==> src/rtl/ptr_meta_mask_pkg.sv <==
package ptr_meta_mask_pkg;

    // Check kind chosen per access; drives both the fault test and rewrite.
    typedef enum logic [2:0] {
        K_PLAIN48  = 3'd0,
        K_PLAIN57  = 3'd1,
        K_SUP48    = 3'd2,
        K_SUP57    = 3'd3,
        K_USR48    = 3'd4,
        K_USR57_L4 = 3'd5,
        K_USR57_L5 = 3'd6
    } chk_kind_e;

endpackage

==> src/rtl/ptrm_kind_sel.sv <==
module ptrm_kind_sel
    import ptr_meta_mask_pkg::*;
(
    input  logic      ptr_top,
    input  logic      long_mode,
    input  logic      data_acc,
    input  logic      paging5,
    input  logic      usr48_en,
    input  logic      usr57_en,
    input  logic      sup_en,
    input  logic      ctl_wr,
    output chk_kind_e kind
);

    logic      eligible;
    chk_kind_e plain_kind;

    always_comb begin
        eligible   = long_mode & data_acc & ~ctl_wr;
        plain_kind = paging5 ? K_PLAIN57 : K_PLAIN48;
        kind       = plain_kind;
        if (eligible) begin
            if (ptr_top) begin
                if (sup_en)
                    kind = paging5 ? K_SUP57 : K_SUP48;
            end else begin
                // 57-bit user width takes precedence over 48-bit
                if (usr57_en)
                    kind = paging5 ? K_USR57_L5 : K_USR57_L4;
                else if (usr48_en)
                    kind = K_USR48;
            end
        end
    end

endmodule

==> src/rtl/ptrm_canon_chk.sv <==
module ptrm_canon_chk
    import ptr_meta_mask_pkg::*;
#(
    parameter int PTR_W    = 64,
    parameter int NARROW_W = 48,
    parameter int WIDE_W   = 57
) (
    input  logic [PTR_W-1:0] ptr,
    input  chk_kind_e        kind,
    output logic             fault
);

    localparam int TOP = PTR_W - 1;
    localparam int NB  = NARROW_W - 1;
    localparam int WB  = WIDE_W - 1;

    logic [TOP-NB:0] hi_narrow;
    logic [TOP-WB:0] hi_wide;
    logic [WB-NB:0]  mid_band;

    always_comb begin
        hi_narrow = ptr[TOP:NB];
        hi_wide   = ptr[TOP:WB];
        mid_band  = ptr[WB:NB];
        fault     = 1'b0;
        unique case (kind)
            K_PLAIN48:  fault = !((&hi_narrow) || !(|hi_narrow));
            K_PLAIN57:  fault = !((&hi_wide) || !(|hi_wide));
            K_SUP48:    fault = !(ptr[NB] && ptr[TOP]);
            K_SUP57:    fault = !(ptr[WB] && ptr[TOP]);
            K_USR48:    fault = ptr[NB] || ptr[TOP];
            K_USR57_L4: fault = (|mid_band) || ptr[TOP];
            K_USR57_L5: fault = ptr[WB] || ptr[TOP];
            default:    fault = 1'b1;
        endcase
    end

endmodule

==> src/rtl/ptrm_rewrite.sv <==
module ptrm_rewrite
    import ptr_meta_mask_pkg::*;
#(
    parameter int PTR_W    = 64,
    parameter int NARROW_W = 48,
    parameter int WIDE_W   = 57
) (
    input  logic [PTR_W-1:0] ptr,
    input  chk_kind_e        kind,
    output logic [PTR_W-1:0] addr
);

    localparam int TOP = PTR_W - 1;

    logic             fill;
    logic [PTR_W-1:0] narrow_addr;
    logic [PTR_W-1:0] wide_addr;

    assign fill = (kind == K_SUP48) || (kind == K_SUP57);

    // One bit-slice per position; the width parameter picks keep or fill.
    for (genvar i = 0; i < PTR_W; i++) begin : g_bit
        if (i < NARROW_W || i == TOP) begin : g_keep_n
            assign narrow_addr[i] = ptr[i];
        end else begin : g_fill_n
            assign narrow_addr[i] = fill;
        end
        if (i < WIDE_W || i == TOP) begin : g_keep_w
            assign wide_addr[i] = ptr[i];
        end else begin : g_fill_w
            assign wide_addr[i] = fill;
        end
    end

    always_comb begin
        addr = ptr;
        unique case (kind)
            K_PLAIN48, K_PLAIN57:            addr = ptr;
            K_SUP48, K_USR48:                addr = narrow_addr;
            K_SUP57, K_USR57_L4, K_USR57_L5: addr = wide_addr;
            default:                         addr = '0;
        endcase
    end

endmodule

==> src/rtl/ptr_meta_mask.sv <==
module ptr_meta_mask
    import ptr_meta_mask_pkg::*;
#(
    parameter int PTR_W    = 64,
    parameter int NARROW_W = 48,
    parameter int WIDE_W   = 57
) (
    input  logic             clk,
    input  logic             rst,
    input  logic             in_vld,
    input  logic [PTR_W-1:0] in_ptr,
    input  logic             long_mode,
    input  logic             data_acc,
    input  logic             paging5,
    input  logic             usr48_en,
    input  logic             usr57_en,
    input  logic             sup_en,
    input  logic             ctl_wr,
    output logic             out_vld,
    output logic [PTR_W-1:0] out_addr,
    output logic             out_fault
);

    localparam int TOP = PTR_W - 1;

    chk_kind_e        kind;
    logic             chk_fault;
    logic [PTR_W-1:0] rw_addr;
    logic             nxt_vld;
    logic             nxt_fault;
    logic [PTR_W-1:0] nxt_addr;

    ptrm_kind_sel u_sel (
        .ptr_top   (in_ptr[TOP]),
        .long_mode (long_mode),
        .data_acc  (data_acc),
        .paging5   (paging5),
        .usr48_en  (usr48_en),
        .usr57_en  (usr57_en),
        .sup_en    (sup_en),
        .ctl_wr    (ctl_wr),
        .kind      (kind)
    );

    ptrm_canon_chk #(.PTR_W(PTR_W), .NARROW_W(NARROW_W), .WIDE_W(WIDE_W)) u_chk (
        .ptr   (in_ptr),
        .kind  (kind),
        .fault (chk_fault)
    );

    ptrm_rewrite #(.PTR_W(PTR_W), .NARROW_W(NARROW_W), .WIDE_W(WIDE_W)) u_rw (
        .ptr  (in_ptr),
        .kind (kind),
        .addr (rw_addr)
    );

    always_comb begin
        nxt_vld   = in_vld;
        nxt_fault = in_vld & chk_fault;
        nxt_addr  = (in_vld && !chk_fault) ? rw_addr : '0;
    end

    always_ff @(posedge clk) begin
        if (rst) begin
            out_vld   <= 1'b0;
            out_fault <= 1'b0;
            out_addr  <= '0;
        end else begin
            out_vld   <= nxt_vld;
            out_fault <= nxt_fault;
            out_addr  <= nxt_addr;
        end
    end

endmodule

==> config.mk <==
export PLATFORM = sky130hd
export DESIGN_NAME = ptr_meta_mask
export DESIGN_NICKNAME = d
export VERILOG_FILES = /design/src/rtl/ptr_meta_mask_pkg.sv /design/src/rtl/ptrm_kind_sel.sv /design/src/rtl/ptrm_canon_chk.sv /design/src/rtl/ptrm_rewrite.sv /design/src/rtl/ptr_meta_mask.sv
export SDC_FILE = /design/constraint.sdc
export NUM_CORES = 1
export LEC_CHECK = 0
export BUFFER_PORTS_ARGS = -buffer_cell sky130_fd_sc_hd__buf_2
export CAP_MARGIN = 20
export CORE_MARGIN = 4
export CORE_UTILIZATION = 35
export DETAILED_ROUTE_END_ITERATION = 10
export PLACE_DENSITY = 0.62
export SLEW_MARGIN = 20
export SYNTH_ARGS = -nofsm -noshare
export SYNTH_HDL_FRONTEND = slang
export SYNTH_SLANG_ARGS = --single-unit
==> constraint.sdc <==
create_clock -name clk -period 2.65 [get_ports clk]
set_input_delay 0.3975 -clock clk [delete_from_list [all_inputs] [get_ports clk]]
set_output_delay 0.3975 -clock clk [all_outputs]
set_load 0.05 [all_outputs]
==> metrics.csv <==
metric,value,unit
Routed Antenna Nets,0,
buffers inserted by post-CTS timing repair,0,
Least-Margin Pin Slew,624,ps
Final Max Slew Viols,0,
H-tree levels,3,
Chip Width,93.2,µm
sequential share of the synthesized area,52.0,%
total power,2.04,mW
worst hold endpoint,out_addr[31],
"Hold Vio Cnt, Final",0,
status,finished clean,
Max Freq,0.534,GHz
WS Path Type,primary input to flip-flop,
gpl congestion,0.853,
Worst VDD drop,0.197,mV
DR vias/cell,4.58,
"commonest non-fill, non-tap cell in the layout",buf_2,
CTS root buffer,clkbuf_8,
Antenna diodes,0,
hold_buf cts,0,
Std-Cell Rows,30,
Initial Utilization,36.8,%
Final min period,1870,ps
final worst-path cycle share,70.7,%
post-synthesis register bit count,66,
core footprint,6910,µm²
total grt overflow,0,
worst endpoint data arrival time,2090,ps
Area Growth Syn to Fin,36.3,%
CP endpoint kind,flip-flop,
Initial DRC Count,100,
vias in the first global route,2199,
final std cells w/o fill,494,
Hold WC Path Type,primary input to flip-flop,
buffer depth of the longest clock path,2,
Pre-Repair DR Iteration Count,4,
Yosys warnings,0,
clock input transition at the sequential cells of the worst setup and hold paths,70,ps
data required time of the worst path,2860,ps
post-DP HPWL,4.92,mm
Hold Startpoint,in_ptr[31],
worst-path maximum fanout,18,
Final setup violation count,0,
Post-CTS Resized,0,
die area,8690,µm²
final worst setup slack,776,ps
Post-Syn Area,2540,µm²
layout cell share with drive strength beyond 1,52.0,%
largest net degree at the start of global routing,40,
"commonest non-fill, non-tap cells in the layout","buf_2 (139), dfxtp_1 (66), nand2_1 (54), a21oi_2 (30), a21oi_1 (22)",
worst slack at placement,440,ps
routed vias,2261,
count of input and output buffers,139,
RSZ-0062 raised after global routing,false,
Worst slew margin,58.1,%
startpoint types,primary input,
initial antenna violation count,1,
dpl cells,478,
DR DRC count,0,
Layout Nets,467,
Sink Count,66,
max_cap viols,0,
gr usage total,15.8,%
CTS tree,yes,
cell count after synthesis,254,
cts bufs inserted,9,
Fin Setup TNS,0,ps
hold path depth,3,
Lkg Pwr,1.55,nW
number of distinct library cells after synthesis,39,
WL final,6.60,mm
Mean Syn Cell Area,10.0,µm²
pwr/cell area,590,nW/µm²
drt wl/cell,13.4,µm
first-pass GRT wire length,10.7,mm
IO Pins,140,
Die H,93.2,µm
synthesized net count,328,
layout make-up:
cell class                 count  area (µm²)
inverter                       2        7.51
multi-input combinational    168        1070
sequential                    66        1320
clock inverter                 5        30.0
clock buffer                  11         141
fill                         715        3440
timing repair buffer         146         773
tap                           96         120
synth_stat cells (all sizes together):
| cell | instances | share of area (%) |
|---|---|---|
| buf | 12 | 5.0 |
| nand2 | 54 | 8.0 |
| a21oi | 52 | 15 |
| a221o | 2 | 0.79 |
| and4bb | 1 | 0.49 |
| clkinv | 1 | 0.15 |
| o211ai | 3 | 1.6 |
| o21ai | 2 | 0.39 |
| nor2b | 2 | 0.49 |
| nand3b | 3 | 0.89 |
| mux2i | 1 | 0.39 |
| nor3 | 10 | 2.2 |
| clkbuf | 6 | 0.89 |
| and2 | 1 | 0.25 |
| a211o | 1 | 0.34 |
| o31ai | 1 | 0.30 |
| nor4 | 3 | 1.6 |
| inv | 1 | 0.15 |
| nor2 | 11 | 1.6 |
| or4 | 3 | 1.0 |
| a21o | 1 | 0.34 |
| o22ai | 1 | 0.25 |
| mux2 | 1 | 0.44 |
| a211oi | 8 | 3.9 |
| nand4 | 3 | 0.74 |
| and3 | 2 | 0.49 |
| dfxtp | 66 | 52 |
| nand2b | 1 | 0.25 |
| nor4b | 1 | 0.34 |
per-layer routing:
metal | wire, µm | track usage [%]
met1 | 2800 | 19.1
met5 | 7 | 0
met2 | 3050 | 24.9
met4 | 158 | 8.30
met3 | 577 | 5.31
state kept, by name, indices dropped and copies added, names as in the netlist:
name       flops
out_addr      64
out_vld        1
out_fault      1
per-stage QoR:
stage                     hold WS [ps]  util, %  cell area (µm²)
after floorplan                    514        -             2540
after global placement             622     47.7             3290
after detailed placement           622     47.7             3290
after CTS                          251     50.2             3460
after global routing               252     50.2             3460
final                              273     50.2             3460
power breakdown:
part	total [mW]	switching (mW)	internal (mW)	leakage, nW
Sequential	1.02	0.00502	1.01	0.535
Combinational	0.296	0.201	0.0949	0.933
Clock	0.730	0.370	0.360	0.0851
worst max-delay path by stage:
stage	endpoint	cells past startpoint	from	slack [ps]
2_1_floorplan	out_addr[0]	8	in_ptr[63]	690
3_3_place_gp	out_addr[9]	7	in_ptr[63]	430
3_5_place_dp	out_addr[47]	7	in_ptr[63]	440
4_1_cts	out_addr[4]	7	in_ptr[63]	790
5_1_grt	out_addr[60]	6	in_ptr[63]	670
6_report	out_addr[4]	7	in_ptr[63]	780
critical path: stages:
cell,delay (ps)
buf_2,160
and4bb_1,360
o21ai_1,90
a221o_1,410
o211ai_4,210
buf_4,350
a21oi_2,90
cells by family after synthesis:
group / count (synthesis) / share of synthesized area (%)
simple gates: 95 / 18.3
mux: 2 / 0.837
compound gates: 71 / 22.6
flops: 66 / 52.0
buf+inv: 20 / 6.20
Power figures use the tool's default switching activity.
